`src/rtl/isi_pkg.sv`:
```
package isi_pkg;
   // Bit history kept per bit period.
   typedef struct packed {
      logic supp;   // edge into the current bit was advanced
      logic nxt;    // bit following the current one
      logic cur;    // bit presently on the line
   } hist_t;
endpackage

```
`src/rtl/isi_slot_timer.sv`:
```
module isi_slot_timer #(
   parameter int SLOTS = 8,
   localparam int IDX_W = (SLOTS > 1) ? $clog2(SLOTS) : 1
) (
   input  logic             clk,
   input  logic             rst_n,
   input  logic             slot_en,
   output logic [IDX_W-1:0] idx_q,
   output logic [IDX_W-1:0] idx_d,
   output logic             bnd
);
   localparam logic [IDX_W-1:0] LAST = IDX_W'(SLOTS - 1);

   assign bnd = slot_en && (idx_q == LAST);

   always_comb begin
      idx_d = idx_q;
      if (slot_en) idx_d = (idx_q == LAST) ? '0 : idx_q + 1'b1;
   end

   always_ff @(posedge clk) begin
      if (!rst_n) idx_q <= LAST;
      else        idx_q <= idx_d;
   end

   // the index never leaves its range, so boundaries recur every SLOTS enables
   a_r7_idx_range: assert property (@(posedge clk) disable iff (!rst_n)
      idx_q <= LAST);
   a_r7_wrap: assert property (@(posedge clk) disable iff (!rst_n)
      bnd |=> idx_q == '0);
endmodule

```
`src/rtl/isi_bit_history.sv`:
```
module isi_bit_history
   import isi_pkg::*;
#(
   parameter int SLOTS     = 8,
   parameter int STRETCH_W = 3
) (
   input  logic                 clk,
   input  logic                 rst_n,
   input  logic                 bnd,
   input  logic                 bit_in,
   input  logic [STRETCH_W-1:0] stretch,
   output hist_t                h_q,
   output hist_t                h_d,
   output logic [STRETCH_W-1:0] s_q,
   output logic [STRETCH_W-1:0] s_d
);
   localparam int HALF    = SLOTS / 2;
   localparam int MAX_SET = (1 << STRETCH_W) - 1;

   logic [STRETCH_W-1:0] s_lim;
   logic                 applied;

   generate
      if (MAX_SET > HALF) begin : g_clamp
         localparam logic [STRETCH_W-1:0] HALF_S = STRETCH_W'(HALF);
         assign s_lim = (stretch > HALF_S) ? HALF_S : stretch;
      end else begin : g_pass
         assign s_lim = stretch;
      end
   endgenerate

   // the edge at the end of the current period is being advanced
   assign applied = (h_q.cur != h_q.nxt) && (s_q != '0) && !h_q.supp;

   always_comb begin
      h_d = h_q;
      s_d = s_q;
      if (bnd) begin
         h_d.supp = applied;
         h_d.cur  = h_q.nxt;
         h_d.nxt  = bit_in;
         s_d      = s_lim;
      end
   end

   always_ff @(posedge clk) begin
      if (!rst_n) begin
         h_q <= '0;
         s_q <= '0;
      end else begin
         h_q <= h_d;
         s_q <= s_d;
      end
   end

   // the stretch in use never exceeds half a bit
   a_r5_clamp: assert property (@(posedge clk) disable iff (!rst_n)
      int'(s_q) <= HALF);
   // two advanced edges never follow one another
   a_r6_no_double: assert property (@(posedge clk) disable iff (!rst_n)
      (bnd && h_q.supp) |=> !h_q.supp);
   // history moves only at a boundary
   a_r7_hold: assert property (@(posedge clk) disable iff (!rst_n)
      !bnd |=> $stable(h_q) && $stable(s_q));
endmodule

```
`src/rtl/isi_edge_shaper.sv`:
```
module isi_edge_shaper
   import isi_pkg::*;
#(
   parameter int SLOTS     = 8,
   parameter int STRETCH_W = 3,
   localparam int IDX_W = (SLOTS > 1) ? $clog2(SLOTS) : 1,
   localparam int RUN_W = $clog2(SLOTS + 1)
) (
   input  logic                 clk,
   input  logic                 rst_n,
   input  logic                 slot_en,
   input  logic [IDX_W-1:0]     idx_q,
   input  logic [IDX_W-1:0]     idx_d,
   input  hist_t                h_q,
   input  hist_t                h_d,
   input  logic [STRETCH_W-1:0] s_q,
   input  logic [STRETCH_W-1:0] s_d,
   output logic                 drive
);
   localparam int HALF = SLOTS / 2;
   localparam logic [RUN_W-1:0] RUN_MAX = RUN_W'(SLOTS);

   logic             nxt_val;
   logic             early;
   logic [RUN_W-1:0] run_cnt;

   // the slot about to be shown lies within the advanced window
   assign early   = (h_d.cur != h_d.nxt) && !h_d.supp && (s_d != '0)
                    && (int'(idx_d) >= SLOTS - int'(s_d));
   assign nxt_val = early ? h_d.nxt : h_d.cur;

   always_ff @(posedge clk) begin
      if (!rst_n)       drive <= 1'b0;
      else if (slot_en) drive <= nxt_val;
   end

   // run length of the present level, in slots, saturating at SLOTS
   always_ff @(posedge clk) begin
      if (!rst_n) run_cnt <= RUN_MAX;
      else if (slot_en) begin
         if (nxt_val != drive)      run_cnt <= RUN_W'(1);
         else if (run_cnt < RUN_MAX) run_cnt <= run_cnt + 1'b1;
      end
   end

   // the line only moves on slot enables
   a_r8_hold: assert property (@(posedge clk) disable iff (!rst_n)
      !slot_en |=> $stable(drive));
   // a level is never cut shorter than half a bit
   a_r6_min_width: assert property (@(posedge clk) disable iff (!rst_n)
      (slot_en && nxt_val != drive) |-> int'(run_cnt) >= HALF);
   // with no stretch the line shows the current bit
   a_r4_zero: assert property (@(posedge clk) disable iff (!rst_n)
      (s_q == '0) |-> drive == h_q.cur);
   // a deviating level is the next bit, inside the final window only
   a_r3_lead_only: assert property (@(posedge clk) disable iff (!rst_n)
      (drive != h_q.cur) |-> (drive == h_q.nxt)
                             && (int'(idx_q) >= SLOTS - int'(s_q)));
endmodule

```
`src/rtl/isi_edge_stretch.sv`:
```
module isi_edge_stretch
   import isi_pkg::*;
#(
   parameter int SLOTS     = 8,
   parameter int STRETCH_W = 3
) (
   input  logic                 clk,
   input  logic                 rst_n,
   input  logic                 slot_en,
   input  logic                 bit_in,
   input  logic [STRETCH_W-1:0] stretch,
   output logic                 drive
);
   localparam int IDX_W = (SLOTS > 1) ? $clog2(SLOTS) : 1;

   generate
      if (SLOTS < 2) begin : g_bad_slots
         $error("SLOTS must be at least 2");
      end
      if (STRETCH_W < 1) begin : g_bad_width
         $error("STRETCH_W must be at least 1");
      end
   endgenerate

   logic [IDX_W-1:0]     idx_q, idx_d;
   logic                 bnd;
   hist_t                h_q, h_d;
   logic [STRETCH_W-1:0] s_q, s_d;

   isi_slot_timer #(.SLOTS(SLOTS)) u_timer (
      .clk(clk), .rst_n(rst_n), .slot_en(slot_en),
      .idx_q(idx_q), .idx_d(idx_d), .bnd(bnd)
   );

   isi_bit_history #(.SLOTS(SLOTS), .STRETCH_W(STRETCH_W)) u_hist (
      .clk(clk), .rst_n(rst_n), .bnd(bnd), .bit_in(bit_in),
      .stretch(stretch), .h_q(h_q), .h_d(h_d), .s_q(s_q), .s_d(s_d)
   );

   isi_edge_shaper #(.SLOTS(SLOTS), .STRETCH_W(STRETCH_W)) u_shape (
      .clk(clk), .rst_n(rst_n), .slot_en(slot_en),
      .idx_q(idx_q), .idx_d(idx_d), .h_q(h_q), .h_d(h_d),
      .s_q(s_q), .s_d(s_d), .drive(drive)
   );

   // the line is low while reset is held
   a_r1_reset: assert property (@(posedge clk)
      !rst_n |=> !drive);
endmodule

```
`config.mk`:
```
export PLATFORM = sky130hd
export DESIGN_NAME = isi_edge_stretch
export DESIGN_NICKNAME = d
export VERILOG_FILES = /design/src/rtl/isi_pkg.sv /design/src/rtl/isi_slot_timer.sv /design/src/rtl/isi_bit_history.sv /design/src/rtl/isi_edge_shaper.sv /design/src/rtl/isi_edge_stretch.sv
export SDC_FILE = /design/constraint.sdc
export NUM_CORES = 1
export LEC_CHECK = 0
export BUFFER_PORTS_ARGS = -buffer_cell sky130_fd_sc_hd__buf_4
export CAP_MARGIN = 10
export CORE_AREA = 2 2 39 41
export DETAILED_ROUTE_END_ITERATION = 8
export DIE_AREA = 0 0 41 43
export GPL_TIMING_DRIVEN = 0
export HOLD_SLACK_MARGIN = 0.12
export PLACE_DENSITY = 0.68
export SLEW_MARGIN = 20
export SYNTH_ARGS = -nofsm -noshare
export SYNTH_HDL_FRONTEND = slang
export SYNTH_HIERARCHICAL = 1
export SYNTH_SLANG_ARGS = --single-unit
```
`constraint.sdc`:
```
create_clock -name clk -period 3.74 [get_ports clk]
set_input_delay 1.122 -clock clk [delete_from_list [all_inputs] [get_ports clk]]
set_output_delay 1.122 -clock clk [all_outputs]
set_load 0.005 [all_outputs]
```
; ---- After elaboration in Yosys (flattened, before gate mapping)
; Cells that the tools add are included.
; W data, S select, Z words.
[word_totals]
word_cells = 29
register_bits = 10
input_bits = 7
[op_classes]
mux = 6
magnitude_cmp = 2
addsub = 2
reduce_logical = 10
n_eq_ne = 3
[ops]
columns = op, count
row1 = $ge A4 B32 Y1, 1
row2 = $mux W3, 5
row3 = $logic_and A1 B1 Y1, 6
row4 = $reduce_bool A3 Y1, 2
row5 = $sub A4 B3 Y5 const A, 1
row6 = $add A3 B1 Y3 const B, 1
row7 = $eq A3 B3 Y1 const B, 1
row8 = $gt A3 B3 Y1 const B, 1
row9 = $logic_not A1 Y1, 2
row10 = $ne A1 B1 Y1, 2
row11 = $mux W1, 1

; ---- Longest topological paths before layout
[logic_depth]
depth_word = 9
depth_mapped = 15
mapped_depth_nobuf = 14

; ---- By module
; The synthesis kept the hierarchy.
[by_module_without_submodules]
columns = module, cells_per_inst, area_per_inst_um2, instances, seq_area_each_um2
row1 = isi_bit_history, 27, 292.8, 1, 120.1
row2 = isi_edge_shaper, 22, 177.7, 1, 20.0
row3 = isi_slot_timer, 15, 166.4, 1, 60.1

; ---- Worst setup path before layout
; Ideal clock, no wire load.
[synth_path]
path_kind = input port to flip-flop
startpoint = input slot_en
endpoint = register u_shape.drive
stages = 13
path_buffers = 1
slack_ps = 791
arrival_ps = 2828
path_cell_list = and2_1 > buf_6 > nand2b_1 > nand2_1 > inv_2 > ha_1 > ha_1 > inv_1 > ha_1 > nand2_1 > o21ai_1 > nand4b_1 > nor3b_2
[synth_via]
elab_cells_between_ends = 13
cone_classes = add/sub (1) / order compare (1) / eq/ne (1) / mux (4) / reduce/logical (6)
[synth_lines]
columns = item, line_no
row1 = start: declaration, isi_edge_stretch.sv:9  ; input logic slot_en,
row2 = $logic_and A1 B1 Y1 (*), isi_slot_timer.sv:14  ; assign bnd = slot_en && (idx_q == LAST);
row3 = $mux W3 (*), isi_bit_history.sv:38  ; if (bnd) begin
row4 = named net s_d[0], isi_edge_stretch.sv:28  ; logic [STRETCH_W-1:0] s_q, s_d;
row5 = $sub A4 B3 Y5 / $reduce_bool A3 Y1 (equally long branches), "isi_edge_shaper.sv:29, isi_edge_shaper.sv:28"
row6 = $ge A4 B32 Y1 / $logic_and A1 B1 Y1 (equally long branches), "isi_edge_shaper.sv:29, isi_edge_shaper.sv:28"
row7 = $logic_and A1 B1 Y1 (*), isi_edge_shaper.sv:29  ; && (int'(idx_d) >= SLOTS - int'(s_d));
row8 = $mux W1 (*), isi_edge_shaper.sv:30  ; assign nxt_val = early ? h_d.nxt : h_d.cur;
row9 = end signal: assignment, isi_edge_shaper.sv:34  ; else if (slot_en) drive <= nxt_val;
row10 = end: declaration, isi_edge_shaper.sv:18  ; output logic drive
; The timed path passes the listed nets; every way through them passes the cells marked *.
; A chain may end at the register's enable or synchronous reset.

; ---- Final worst setup path
[layout_path]
startpoint = input slot_en
endpoint = register u_shape.drive
[layout_via]
elab_cells_between_ends = 13
cone_classes = add/sub (1) / order compare (1) / eq/ne (1) / mux (4) / reduce/logical (6)
[layout_lines]
columns = item, line_no
row1 = $logic_and A1 B1 Y1 (*), isi_slot_timer.sv:14
row2 = named net bnd, isi_edge_stretch.sv:26  ; logic bnd;
row3 = $mux W3 (*), isi_bit_history.sv:38
row4 = named net s_d[0], isi_edge_stretch.sv:28
row5 = $sub A4 B3 Y5 / $reduce_bool A3 Y1 (equally long branches), "isi_edge_shaper.sv:29, isi_edge_shaper.sv:28"
row6 = $ge A4 B32 Y1 / $logic_and A1 B1 Y1 (equally long branches), "isi_edge_shaper.sv:29, isi_edge_shaper.sv:28"
row7 = $logic_and A1 B1 Y1 (*), isi_edge_shaper.sv:29
row8 = $mux W1 (*), isi_edge_shaper.sv:30
; Marked as above.

==> impl_results.md <==
- Die height: 43 um
- Arr. time, crit path: 3.17 ns
- Placed cells: 87
- Seq cells post-synth: 10
- Die X: 41 um
- Final hold violation count: 0
- Cell area after layout: 746 um2
- Crit path max-delay cell type: ha_1
- Area contributors post-synth: dfxtp_1 31%, ha_1 14%, mux2_4 12%, inv_1 4.1%, and2_1 3.9%
- IO Port Bufs: 7
- Setup TNS: 0 ns
- DRC viols: 0
- VDD IR max: 271 uV
- Number of unique standard cell types used by synthesis: 24
- Slew margin rel.: 68.8%
- Warnings from Yosys: 6
- Worst EP required: 3.89 ns
- Avg Vias per Cell: 5.00
- Initial DRC Count: 2
- Period minus WS final: 3.02 ns
- CTS H-Tree Depth: 1
- Root buf cell: clkbuf_4
- Finished Layout Cells: 91
- Area grow syn2layout: 17.1%
- CP max stage delay: 0.28 ns
- Layout cell share with drive strength beyond 1: 29.3%
- N_diodes: 0
- Endpoints failing setup: 0
- Mapped Cells: 64
- Power per Cell Area: 418 mW/mm2
- CP startpoint kind: input port
- TritonCTS Sinks: 10
- Wire length per cell: 11.1 um
- Hold crit path type: reg -> reg
- Max-cap violations: 0
- Mean Syn Cell Area: 9.95 um2
- Core Box Area: 0.00138 mm2
- Initial antenna violation count: 0
- Via count: 455
- Cell Area, Synth: 637 um2
- RePlAce Congestion: 0.775
- Reg-to-reg startpoint: u_timer/idx_q[0]
- Hold Startpoint: u_hist/s_q[0]
- # resized after CTS: 0
- Dpl hpwl: 811 um
- Detailed Routing Iterations Pass 1: 2
- Crit path kind: in -> reg
- Largest net degree at the start of global routing: 11
- Overall Global Routing Usage: 14.5%
- RSZ-0062 raised after global routing: no
- I/O pin total: 8
- Final ANT Viol Nets: 0
- Max Clock Freq: 0.331 GHz
- Die footprint: 0.00176 mm2
- CP dominant cell by count: ha_1
- Vias in the first global route: 450
- Area leader, netlist: dfxtp_1
- WL final: 1010 um
- Initial Utilization: 46.0%
- Rows: 14
- Final Cycle Share: 80.7%
- Most frequent cells in the layout: 10 x dfxtp_1, 7 x buf_4, 7 x inv_1, 7 x ha_1, 5 x mux2_4
- CTS hold repair buffers: 0
- Clock slew at reported path FFs: 0.07 ns
- Gr ovfl total: 0
- Most common cell after layout, fill and taps aside: dfxtp_1
- Clk_lat worst skew: 0.26 ns
- Number of setup buffers added after CTS: 0
- First-pass GRT wire length: 1700 um
- Clk buf depth: 2
- Sequential fraction of the synthesis area: 31.4%
- Cell Chain, Critical Path: buf_4, and2_1, buf_6, nand2b_1, nand2_1, inv_2, ha_1, ha_1, inv_1, ha_1, nand2_1, o21ai_1, nand4b_1, nor3b_2
- Outcome: finished, final reports clean
- Layout Nets: 90
- Area share of the largest cell type after synthesis: 31.4%
- Fin Clk Skew: 0.00728 ns
- Worst slew pin tran: 0.461 ns
- CP max FO: 10
- Max Slew Vio Count: 0
- Post-Synthesis Net Count: 78
- Placed Area: 709 um2
- CP startpoint: slot_en
- Critical Path Sink Type: flip-flop
- CTS tree: done
- Total CTS buffers: 3
- Lkg Pwr: 0.000331 uW
-- where the power goes --
part	internal (uW)	switching (uW)	total, uW
Combinational	50.2	45.5	95.8
Clock	59.1	37.0	96.1
Sequential	115	4.72	120
-- worst max-delay path: cells and delay by family --
family,cells,cell delay (ns)
buffers and inverters,4,0.38
and+or+nand+nor,6,0.75
adders and majority gates,3,0.74
AOI/OAI and AO/OA,1,0.17
-- state kept, by name, summed over array words and instances (netlist names) --
signal         cells
u_hist/h_q         3
u_hist/s_q         3
u_shape/drive      1
u_timer/idx_q      3
-- cells by family after synthesis --
group,count (synthesis),share of synthesized area [%]
simple gates,22,23.2
flops,10,31.4
compound gates,9,10.6
buf+inv,9,6.48
fa+ha+maj,7,13.8
mux,5,11.8
xor+xnor,2,2.75
-- metrics by stage --
stage                     hold slack [ns]  setup WS (ns)  total power (uW)  util [%]
final                               0.505          0.722               312      53.9
after global routing                0.532          0.601               334      53.9
after CTS                           0.506          0.722               317      53.9
after detailed placement            0.493          0.445               219      51.3
after global placement              0.489          0.486               216      51.3
after floorplan                     0.469          0.791               196         -
-- routing by layer --
layer / vias to the layer above / track usage, % / wire length [um]
li1: 243 / - / -
met1: 204 / 16.0 / 464
met2: 8 / 23.1 / 492
met3: 0 / 7.85 / 54
met4: 0 / 4.00 / 0
met5: - / 0 / 0
-- final cells by class --
| class | instances | area (um2) |
|---|---|---|
| well taps | 16 | 20.0 |
| clock buffers | 4 | 36.3 |
| plain buffers | 1 | 11.3 |
| repair buffers | 7 | 52.6 |
| fillers | 135 | 638 |
| multi-input cells | 45 | 395 |
| flip-flops and latches | 10 | 200 |
| inverters | 8 | 30.0 |
-- synthesized netlist by cell type --
library cell	instances
a21oi_1	4
xnor2_1	2
or3b_1	1
ha_1	7
nor4b_1	1
buf_6	1
nand4b_1	1
mux2_4	5
nor2b_1	1
or2_1	2
o21ai_0	1
and2_1	4
a311oi_2	1
nand2_1	4
nand2b_1	4
a2111oi_2	1
nand3_2	1
a211oi_1	1
inv_1	7
dfxtp_1	10
o21ai_1	1
nor3b_2	1
inv_2	1
nand3b_1	2
-- path summary, 6_finish.rpt --
path | slack, ns | cells after the start | to
setup reg to reg | 1.01 | 15 | u_shape/drive
setup / recovery | 0.72 | 14 | u_shape/drive
hold / removal | 0.51 | 2 | u_hist/s_q[0]
hold reg to reg | 0.51 | 2 | u_hist/s_q[0]
(Power assumes the default switching activity.)
